--- config.mk ---
export PLATFORM = sky130hd
export DESIGN_NAME = tick_watchdog
export DESIGN_NICKNAME = d
export VERILOG_FILES = /design/src/rtl/wdt_pkg.sv /design/src/rtl/wdt_counter.sv /design/src/rtl/wdt_regs.sv /design/src/rtl/tick_watchdog.sv
export SDC_FILE = /design/constraint.sdc
export NUM_CORES = 1
export LEC_CHECK = 0
export BUFFER_PORTS_ARGS = -buffer_cell sky130_fd_sc_hd__buf_2
export CORE_ASPECT_RATIO = 1.2
export CORE_MARGIN = 5
export CORE_UTILIZATION = 55
export DETAILED_ROUTE_END_ITERATION = 10
export MAX_ROUTING_LAYER = met4
export PLACE_DENSITY_LB_ADDON = 0.12
export SLEW_MARGIN = 20
export SYNTH_ARGS = -nofsm -noshare
export SYNTH_HDL_FRONTEND = slang
export SYNTH_HIERARCHICAL = 1
export SYNTH_SLANG_ARGS = --single-unit
--- constraint.sdc ---
create_clock -name pclk -period 3.6 [get_ports pclk]
set_input_delay 0.54 -clock pclk [delete_from_list [all_inputs] [get_ports pclk]]
set_output_delay 0.54 -clock pclk [all_outputs]
set_load 0.01 [all_outputs]
--- src/rtl/wdt_pkg.sv ---
package wdt_pkg;
    localparam int unsigned DW     = 32;
    localparam int unsigned AW     = 12;

    localparam logic [AW-1:0] OFF_LOAD  = 12'h000;
    localparam logic [AW-1:0] OFF_VALUE = 12'h004;
    localparam logic [AW-1:0] OFF_CTRL  = 12'h008;
    localparam logic [AW-1:0] OFF_CLR   = 12'h00C;
    localparam logic [AW-1:0] OFF_RIS   = 12'h010;
    localparam logic [AW-1:0] OFF_MIS   = 12'h014;
    localparam logic [AW-1:0] OFF_LOCK  = 12'hC00;
    localparam logic [AW-1:0] OFF_TCTL  = 12'hF00;
    localparam logic [AW-1:0] OFF_TOUT  = 12'hF04;
    localparam logic [AW-1:0] OFF_ID_LO = 12'hFD0;
    localparam logic [AW-1:0] OFF_ID_HI = 12'hFFC;

    localparam logic [DW-1:0] UNLOCK_KEY = 32'h1ACC_E551;

    typedef enum logic [1:0] {
        ST_RUN  = 2'd0,
        ST_WRAP = 2'd1,
        ST_STOP = 2'd2
    } cnt_state_e;

    function automatic logic [7:0] id_byte(input logic [3:0] idx);
        case (idx)
            4'd0:    id_byte = 8'h04;
            4'd4:    id_byte = 8'h24;
            4'd5:    id_byte = 8'hB8;
            4'd6:    id_byte = 8'h1B;
            4'd8:    id_byte = 8'h0D;
            4'd9:    id_byte = 8'hF0;
            4'd10:   id_byte = 8'h05;
            4'd11:   id_byte = 8'hB1;
            default: id_byte = 8'h00;
        endcase
    endfunction
endpackage

--- src/rtl/wdt_counter.sv ---
module wdt_counter
    import wdt_pkg::*;
#(
    parameter int unsigned CNT_W = 32
) (
    input  logic             clk,
    input  logic             rst_n,
    input  logic             tick,
    input  logic             load_wr,
    input  logic             clr_wr,
    input  logic [CNT_W-1:0] new_load,
    input  logic [CNT_W-1:0] load_val,
    output logic [CNT_W-1:0] count,
    output logic             irq_raw,
    output logic             rst_flag
);
    localparam logic [CNT_W-1:0] ONE = CNT_W'(1);

    cnt_state_e      st, st_nxt;
    logic [CNT_W-1:0] cnt_nxt;
    logic             irq_nxt, rstf_nxt;

    // state register
    always_ff @(posedge clk or negedge rst_n) begin
        if (!rst_n) st <= ST_RUN;
        else        st <= st_nxt;
    end

    // next state and datapath decisions
    always_comb begin
        st_nxt   = st;
        cnt_nxt  = count;
        irq_nxt  = irq_raw;
        rstf_nxt = rst_flag;
        if (load_wr) begin
            cnt_nxt = new_load;
            st_nxt  = ST_RUN;
        end else if (clr_wr) begin
            cnt_nxt = load_val;
            irq_nxt = 1'b0;
            if (st != ST_STOP) st_nxt = ST_RUN;
        end else if (tick) begin
            unique case (st)
                ST_RUN: begin
                    if (count == ONE) begin
                        cnt_nxt = '0;
                        if (irq_raw) begin
                            rstf_nxt = 1'b1;
                            st_nxt   = ST_STOP;
                        end else begin
                            irq_nxt = 1'b1;
                            st_nxt  = ST_WRAP;
                        end
                    end else if (count == '0) begin
                        cnt_nxt = load_val;
                    end else begin
                        cnt_nxt = count - ONE;
                    end
                end
                ST_WRAP: begin
                    cnt_nxt = load_val;
                    st_nxt  = ST_RUN;
                end
                ST_STOP: ;
                default: st_nxt = ST_RUN;
            endcase
        end
    end

    // registered outputs
    always_ff @(posedge clk or negedge rst_n) begin
        if (!rst_n) begin
            count    <= '1;
            irq_raw  <= 1'b0;
            rst_flag <= 1'b0;
        end else begin
            count    <= cnt_nxt;
            irq_raw  <= irq_nxt;
            rst_flag <= rstf_nxt;
        end
    end

    AST_IDLE_HOLD: assert property (@(posedge clk) disable iff (!rst_n)
        (!tick && !load_wr && !clr_wr) |=> $stable(count));
    AST_STOP_HOLD: assert property (@(posedge clk) disable iff (!rst_n)
        (st == ST_STOP && !load_wr && !clr_wr) |=> $stable(count));
    AST_RST_STICKY: assert property (@(posedge clk) disable iff (!rst_n)
        rst_flag |=> rst_flag);
    AST_RST_AFTER_IRQ: assert property (@(posedge clk) disable iff (!rst_n)
        $rose(rst_flag) |-> $past(irq_raw));
    AST_LOAD_TAKES: assert property (@(posedge clk) disable iff (!rst_n)
        load_wr |=> (count == $past(new_load)));
endmodule

--- src/rtl/wdt_regs.sv ---
module wdt_regs
    import wdt_pkg::*;
#(
    parameter int unsigned CNT_W = 32
) (
    input  logic             clk,
    input  logic             rst_n,
    input  logic [AW-1:0]    paddr,
    input  logic             psel,
    input  logic             penable,
    input  logic             pwrite,
    input  logic [DW-1:0]    pwdata,
    output logic [DW-1:0]    prdata,
    input  logic [CNT_W-1:0] count,
    input  logic             irq_raw,
    output logic             load_wr,
    output logic             clr_wr,
    output logic [CNT_W-1:0] new_load,
    output logic [CNT_W-1:0] load_q,
    output logic [1:0]       ctrl_q,
    output logic             tctl_q,
    output logic [1:0]       tout_q
);
    logic wr_any, wr_ok, locked;
    logic [AW-1:0] id_off;

    assign wr_any   = psel & penable & pwrite;
    assign wr_ok    = wr_any & ~locked;
    assign load_wr  = wr_ok & (paddr == OFF_LOAD);
    assign clr_wr   = wr_ok & (paddr == OFF_CLR);
    assign new_load = CNT_W'(pwdata);
    assign id_off   = paddr - OFF_ID_LO;

    always_ff @(posedge clk or negedge rst_n) begin
        if (!rst_n) begin
            load_q <= '1;
            ctrl_q <= '0;
            tctl_q <= 1'b0;
            tout_q <= '0;
            locked <= 1'b0;
        end else begin
            if (wr_any && paddr == OFF_LOCK) locked <= (pwdata != UNLOCK_KEY);
            if (load_wr)                      load_q <= new_load;
            if (wr_ok && paddr == OFF_CTRL)   ctrl_q <= pwdata[1:0];
            if (wr_ok && paddr == OFF_TCTL)   tctl_q <= pwdata[0];
            if (wr_ok && paddr == OFF_TOUT)   tout_q <= pwdata[1:0];
        end
    end

    always_comb begin
        prdata = '0;
        unique case (paddr)
            OFF_LOAD:  prdata = DW'(load_q);
            OFF_VALUE: prdata = DW'(count);
            OFF_CTRL:  prdata = DW'(ctrl_q);
            OFF_RIS:   prdata = DW'(irq_raw);
            OFF_MIS:   prdata = DW'(irq_raw & ctrl_q[0]);
            OFF_LOCK:  prdata = DW'(locked);
            OFF_TCTL:  prdata = DW'(tctl_q);
            default: begin
                if (paddr >= OFF_ID_LO && paddr <= OFF_ID_HI && id_off[1:0] == 2'b00)
                    prdata = DW'(id_byte(id_off[5:2]));
            end
        endcase
    end

    AST_LOCKED_CTRL: assert property (@(posedge clk) disable iff (!rst_n)
        (locked && wr_any && paddr != OFF_LOCK) |=> $stable(ctrl_q));
    AST_KEY_OPENS: assert property (@(posedge clk) disable iff (!rst_n)
        (wr_any && paddr == OFF_LOCK && pwdata == UNLOCK_KEY) |=> !locked);
endmodule

--- src/rtl/tick_watchdog.sv ---
module tick_watchdog
    import wdt_pkg::*;
#(
    parameter int unsigned CNT_W = 32
) (
    input  logic          pclk,
    input  logic          presetn,
    input  logic [AW-1:0] paddr,
    input  logic          psel,
    input  logic          penable,
    input  logic          pwrite,
    input  logic [DW-1:0] pwdata,
    output logic [DW-1:0] prdata,
    output logic          pready,
    output logic          pslverr,
    input  logic          tick_en,
    output logic          wdog_irq,
    output logic          wdog_rst
);
    logic             load_wr, clr_wr, irq_raw, rst_flag, tctl_q;
    logic [CNT_W-1:0] new_load, load_q, count;
    logic [1:0]       ctrl_q, tout_q;

    assign pready  = 1'b1;
    assign pslverr = 1'b0;

    wdt_regs #(.CNT_W(CNT_W)) u_regs (
        .clk(pclk), .rst_n(presetn), .paddr(paddr), .psel(psel),
        .penable(penable), .pwrite(pwrite), .pwdata(pwdata), .prdata(prdata),
        .count(count), .irq_raw(irq_raw), .load_wr(load_wr), .clr_wr(clr_wr),
        .new_load(new_load), .load_q(load_q), .ctrl_q(ctrl_q),
        .tctl_q(tctl_q), .tout_q(tout_q)
    );

    wdt_counter #(.CNT_W(CNT_W)) u_cnt (
        .clk(pclk), .rst_n(presetn), .tick(tick_en), .load_wr(load_wr),
        .clr_wr(clr_wr), .new_load(new_load), .load_val(load_q),
        .count(count), .irq_raw(irq_raw), .rst_flag(rst_flag)
    );

    always_comb begin
        if (tctl_q) begin
            wdog_irq = tout_q[1];
            wdog_rst = tout_q[0];
        end else begin
            wdog_irq = irq_raw & ctrl_q[0];
            wdog_rst = rst_flag & ctrl_q[1];
        end
    end

    AST_RST_PIN_GATED: assert property (@(posedge pclk) disable iff (!presetn)
        (!tctl_q && !ctrl_q[1]) |-> !wdog_rst);
endmodule

==> out/summary.json <==
{
  "floorplan.die.width": {"value": 101, "unit": "um"},
  "antenna_violations_before_repair": {"value": 0},
  "wl_per_cell": {"value": 20.2, "unit": "um"},
  "insertion_delay": {"value": 0.33, "unit": "ns"},
  "fin_util": {"value": 0.611},
  "cpPeakStageDelay": {"value": 0.35, "unit": "ns"},
  "fin_crit_sh": {"value": 0.818},
  "netlist_instances": {"value": 561},
  "timing_worst_slew_pin_value": {"value": 0.697, "unit": "ns"},
  "postLayoutSetupSlackWorst": {"value": 0.657, "unit": "ns"},
  "starting_drt_drc_count": {"value": 244},
  "cts_hold_repair.buffers": {"value": 0},
  "dr.pass1.iters": {"value": 4},
  "place_area": {"value": 0.00578, "unit": "mm2"},
  "worstSetupStartpointType": {"value": "primary input"},
  "ys_seq_elements": {"value": 74},
  "placedCellCount": {"value": 722},
  "sequential_cell_fraction_of_total_power": {"value": 0.440},
  "setup_tns": {"value": 0, "unit": "ns"},
  "numClockSinks": {"value": 74},
  "max_freq": {"value": 340, "unit": "MHz"},
  "cts_resized": {"value": 0},
  "power.total": {"value": 2.87, "unit": "mW"},
  "synth_top_cell_by_area": {"value": "sky130_fd_sc_hd__dfstp_2"},
  "deepest_clock_path_buffer_count": {"value": 2},
  "synth-edff-count": {"value": 0},
  "synth.yosys.seq_area_share": {"value": 0.350},
  "nFillCells": {"value": 855},
  "drt-total-wl": {"value": 14.9, "unit": "mm"},
  "layout.area.seq": {"value": 0.00193, "unit": "mm2"},
  "drc": {"value": 0},
  "number_of_nets_in_the_finished_design": {"value": 667},
  "grt_remaining_overflow": {"value": 0},
  "total_leakage_power": {"value": 2.71, "unit": "nW"},
  "path_max_fanout": {"value": 28},
  "power.combinational.fraction": {"value": 0.260},
  "cp_data_arrival_time": {"value": 2.40, "unit": "ns"},
  "slew_headroom": {"value": 0.531},
  "floorplan.initialDensity": {"value": 0.557},
  "timing_worst_setup_path_type": {"value": "primary input to output port"},
  "antenna_cells": {"value": 0},
  "worst_vdd_ir": {"value": 0.272, "unit": "mV"},
  "critical-path-slowest-cell": {"value": "sky130_fd_sc_hd__buf_4"},
  "syn-cell-area": {"value": 0.00552, "unit": "mm2"},
  "ys_top_cells_by_area": {"value": "sky130_fd_sc_hd__dfstp_2, sky130_fd_sc_hd__mux2_4, sky130_fd_sc_hd__buf_4"},
  "number_of_max_slew_violations_in_the_final_report": {"value": 0},
  "synth.lib_cells_used.distinct": {"value": 73},
  "most-common-layout-cells": {"value": "sky130_fd_sc_hd__buf_2, sky130_fd_sc_hd__dfstp_2, sky130_fd_sc_hd__a22oi_1"},
  "power_switching": {"value": 0.969, "unit": "mW"},
  "ant_nets": {"value": 0},
  "finalClockSkew": {"value": 0.00557, "unit": "ns"},
  "placement.setup.worst_slack": {"value": 0.407, "unit": "ns"},
  "critical_path.most_common_cell": {"value": "sky130_fd_sc_hd__buf_2"},
  "route.detailed.vias_per_inst": {"value": 6.42},
  "floorplan.io_pins": {"value": 86},
  "power_density": {"value": 473, "unit": "mW/mm2"},
  "yosys_warnings": {"value": 6},
  "crit_chain": {"value": "buf_2 -> inv_1 -> ha_1 -> nor3b_4 -> nand3_1 -> nor2_2 -> buf_4 -> nor2_1 -> o32ai_1 -> buf_2"},
  "die_area": {"value": 0.0122, "unit": "mm2"},
  "clock-root-buffer": {"value": "sky130_fd_sc_hd__clkbuf_16"},
  "share_of_power_burned_in_the_clock_network": {"value": 0.300},
  "worst-endpoint-required": {"value": 3.06, "unit": "ns"},
  "tritoncts": {"value": "built"},
  "final.hold.worst_slack": {"value": 0.260, "unit": "ns"},
  "mostFrequentLayoutCell": {"value": "sky130_fd_sc_hd__buf_2"},
  "switching_share": {"value": 0.338},
  "grt_pass1_vias": {"value": 4717},
  "async_reset_ff_frac": {"value": 1.00},
  "hpwl": {"value": 10.6, "unit": "mm"},
  "all_layer_global_routing_usage": {"value": 0.254},
  "grt_first_pass_wirelength": {"value": 24.0, "unit": "mm"},
  "layout_min_cycle_time": {"value": 2.94, "unit": "ns"},
  "final_layout_size_suffix_gt1_frac": {"value": 0.383},
  "post_layout_nonfiller_instances": {"value": 737},
  "floorplan.core_area": {"value": 0.00991, "unit": "mm2"},
  "unrepaired_setup_endpoints_after_global_routing": {"value": "no"},
  "setup_violators_final": {"value": 0},
  "synthToLayoutAreaGrowth": {"value": 9.72, "unit": "%"},
  "post_synth.cell_area_avg": {"value": 9.84, "unit": "um2"},
  "finalHoldViolations": {"value": 0},
  "drv.max_cap_violation_count": {"value": 0},
  "clock_transition_at_the_registers_of_the_reported_paths": {"value": 0.06, "unit": "ns"},
  "port_buffers": {"value": 83},
  "numCtsBuffers": {"value": 9},
  "finalWeightedCongestion": {"value": 0.916},
  "status": {"value": "completed"},
  "cellInternalPower": {"value": 1.90, "unit": "mW"},
  "hold_path.class": {"value": "primary input to asynchronous set/reset pin"},
  "synth_largest_type_area_fraction": {"value": 0.304},
  "finalInstanceArea": {"value": 0.00606, "unit": "mm2"},
  "end_kind": {"value": "output port"},
  "syn-num-nets": {"value": 621},
  "cts_max_level": {"value": 3},
  "fp.dieH": {"value": 120, "unit": "um"},
  "row_count": {"value": 40},
  "vias": {"value": 4733},
  "maximum_number_of_pins_on_one_net_before_global_route_repair": {"value": 38},
  "synth_ff_type": {"value": "sky130_fd_sc_hd__dfstp_2"},
  "multi_input_comb_area": {"value": 0.00314, "unit": "mm2"},
  "postCtsSetupRepairBufs": {"value": 0}
}
==> metal layers <==
metal  routed length [um]  up-vias  GRT usage
met1                 6320     2351      0.324
met5                    0        -          -
met3                  789       21     0.0384
met4                  291        0     0.0865
li1                     -     2188          -
met2                 7470      173      0.410
==> synth_stat cells, types with 16 or more instances <==
library cell	count
sky130_fd_sc_hd__dfstp_2	64
sky130_fd_sc_hd__buf_4	34
sky130_fd_sc_hd__a22oi_1	33
sky130_fd_sc_hd__mux2_4	29
sky130_fd_sc_hd__nor2_1	29
sky130_fd_sc_hd__nand2_1	27
sky130_fd_sc_hd__o21ai_1	26
sky130_fd_sc_hd__a22o_1	25
sky130_fd_sc_hd__nor3_1	22
sky130_fd_sc_hd__clkbuf_1	19
sky130_fd_sc_hd__mux2i_1	19
sky130_fd_sc_hd__xor2_1	18
sky130_fd_sc_hd__nor4_1	16
==> critical path: cells and delay by family <==
family	cells	cell delay [ns]
buffers and inverters	4	0.77
AND/OR/NAND/NOR	4	0.69
adder cells (fa/ha/maj)	1	0.18
AO/OA/AOI/OAI	1	0.21
==> registers in the layout, summed over array words and instances, names as in the netlist <==
name and count:
u_cnt/count 32, u_cnt/irq_raw 1, u_cnt/rst_flag 1, u_cnt/st 2
u_regs/ctrl_q 2, u_regs/load_q 32, u_regs/locked 1, u_regs/tctl_q 1
u_regs/tout_q 2
==> power by group through the flow <==
stage	clock network, mW	registers, mW	logic (mW)
4_1_cts	0.884	1.26	0.733
3_3_place_gp	0	1.26	0.706
6_report	0.861	1.26	0.746
3_5_place_dp	0	1.27	0.728
5_1_grt	0.916	1.29	0.828
2_1_floorplan	0	1.19	0.574
==> final cells by class <==
cell class	count	area share
clock inverter	4	0.00743
clock buffer	11	0.0384
multi-input combinational	415	0.518
tap	126	0.0260
inverter	11	0.00681
timing repair buffer	96	0.0847
sequential	74	0.319
==> cell families (layout without fill, tap and decap cells) <==
logic type | Yosys count | count (layout) | share of synthesized area
DFF | 74 | 74 | 0.350
buffers and inverters | 72 | 122 | 0.0831
AOI/OAI and AO/OA | 158 | 158 | 0.202
xor gates and xnor gates | 27 | 27 | 0.0428
adders and majority gates | 10 | 10 | 0.0227
muxes | 55 | 55 | 0.128
and+or+nand+nor | 163 | 163 | 0.171
other | 2 | 2 | 0.00136
==> worst paths after layout <==
path	from	to	slack, ns	cells after the start
setup reg to reg	u_cnt/count[17]	u_cnt/count[29]	0.98	5
hold / removal	presetn	u_regs/load_q[23]	0.26	1
max in group asynchronous	presetn	u_cnt/count[20]	2.80	2
hold reg to reg	u_cnt/rst_flag	u_cnt/rst_flag	0.50	1
setup / recovery	paddr[4]	prdata[1]	0.66	10
min in group pclk	pwdata[29]	u_regs/load_q[29]	0.47	2
(Power assumes the default switching activity.)
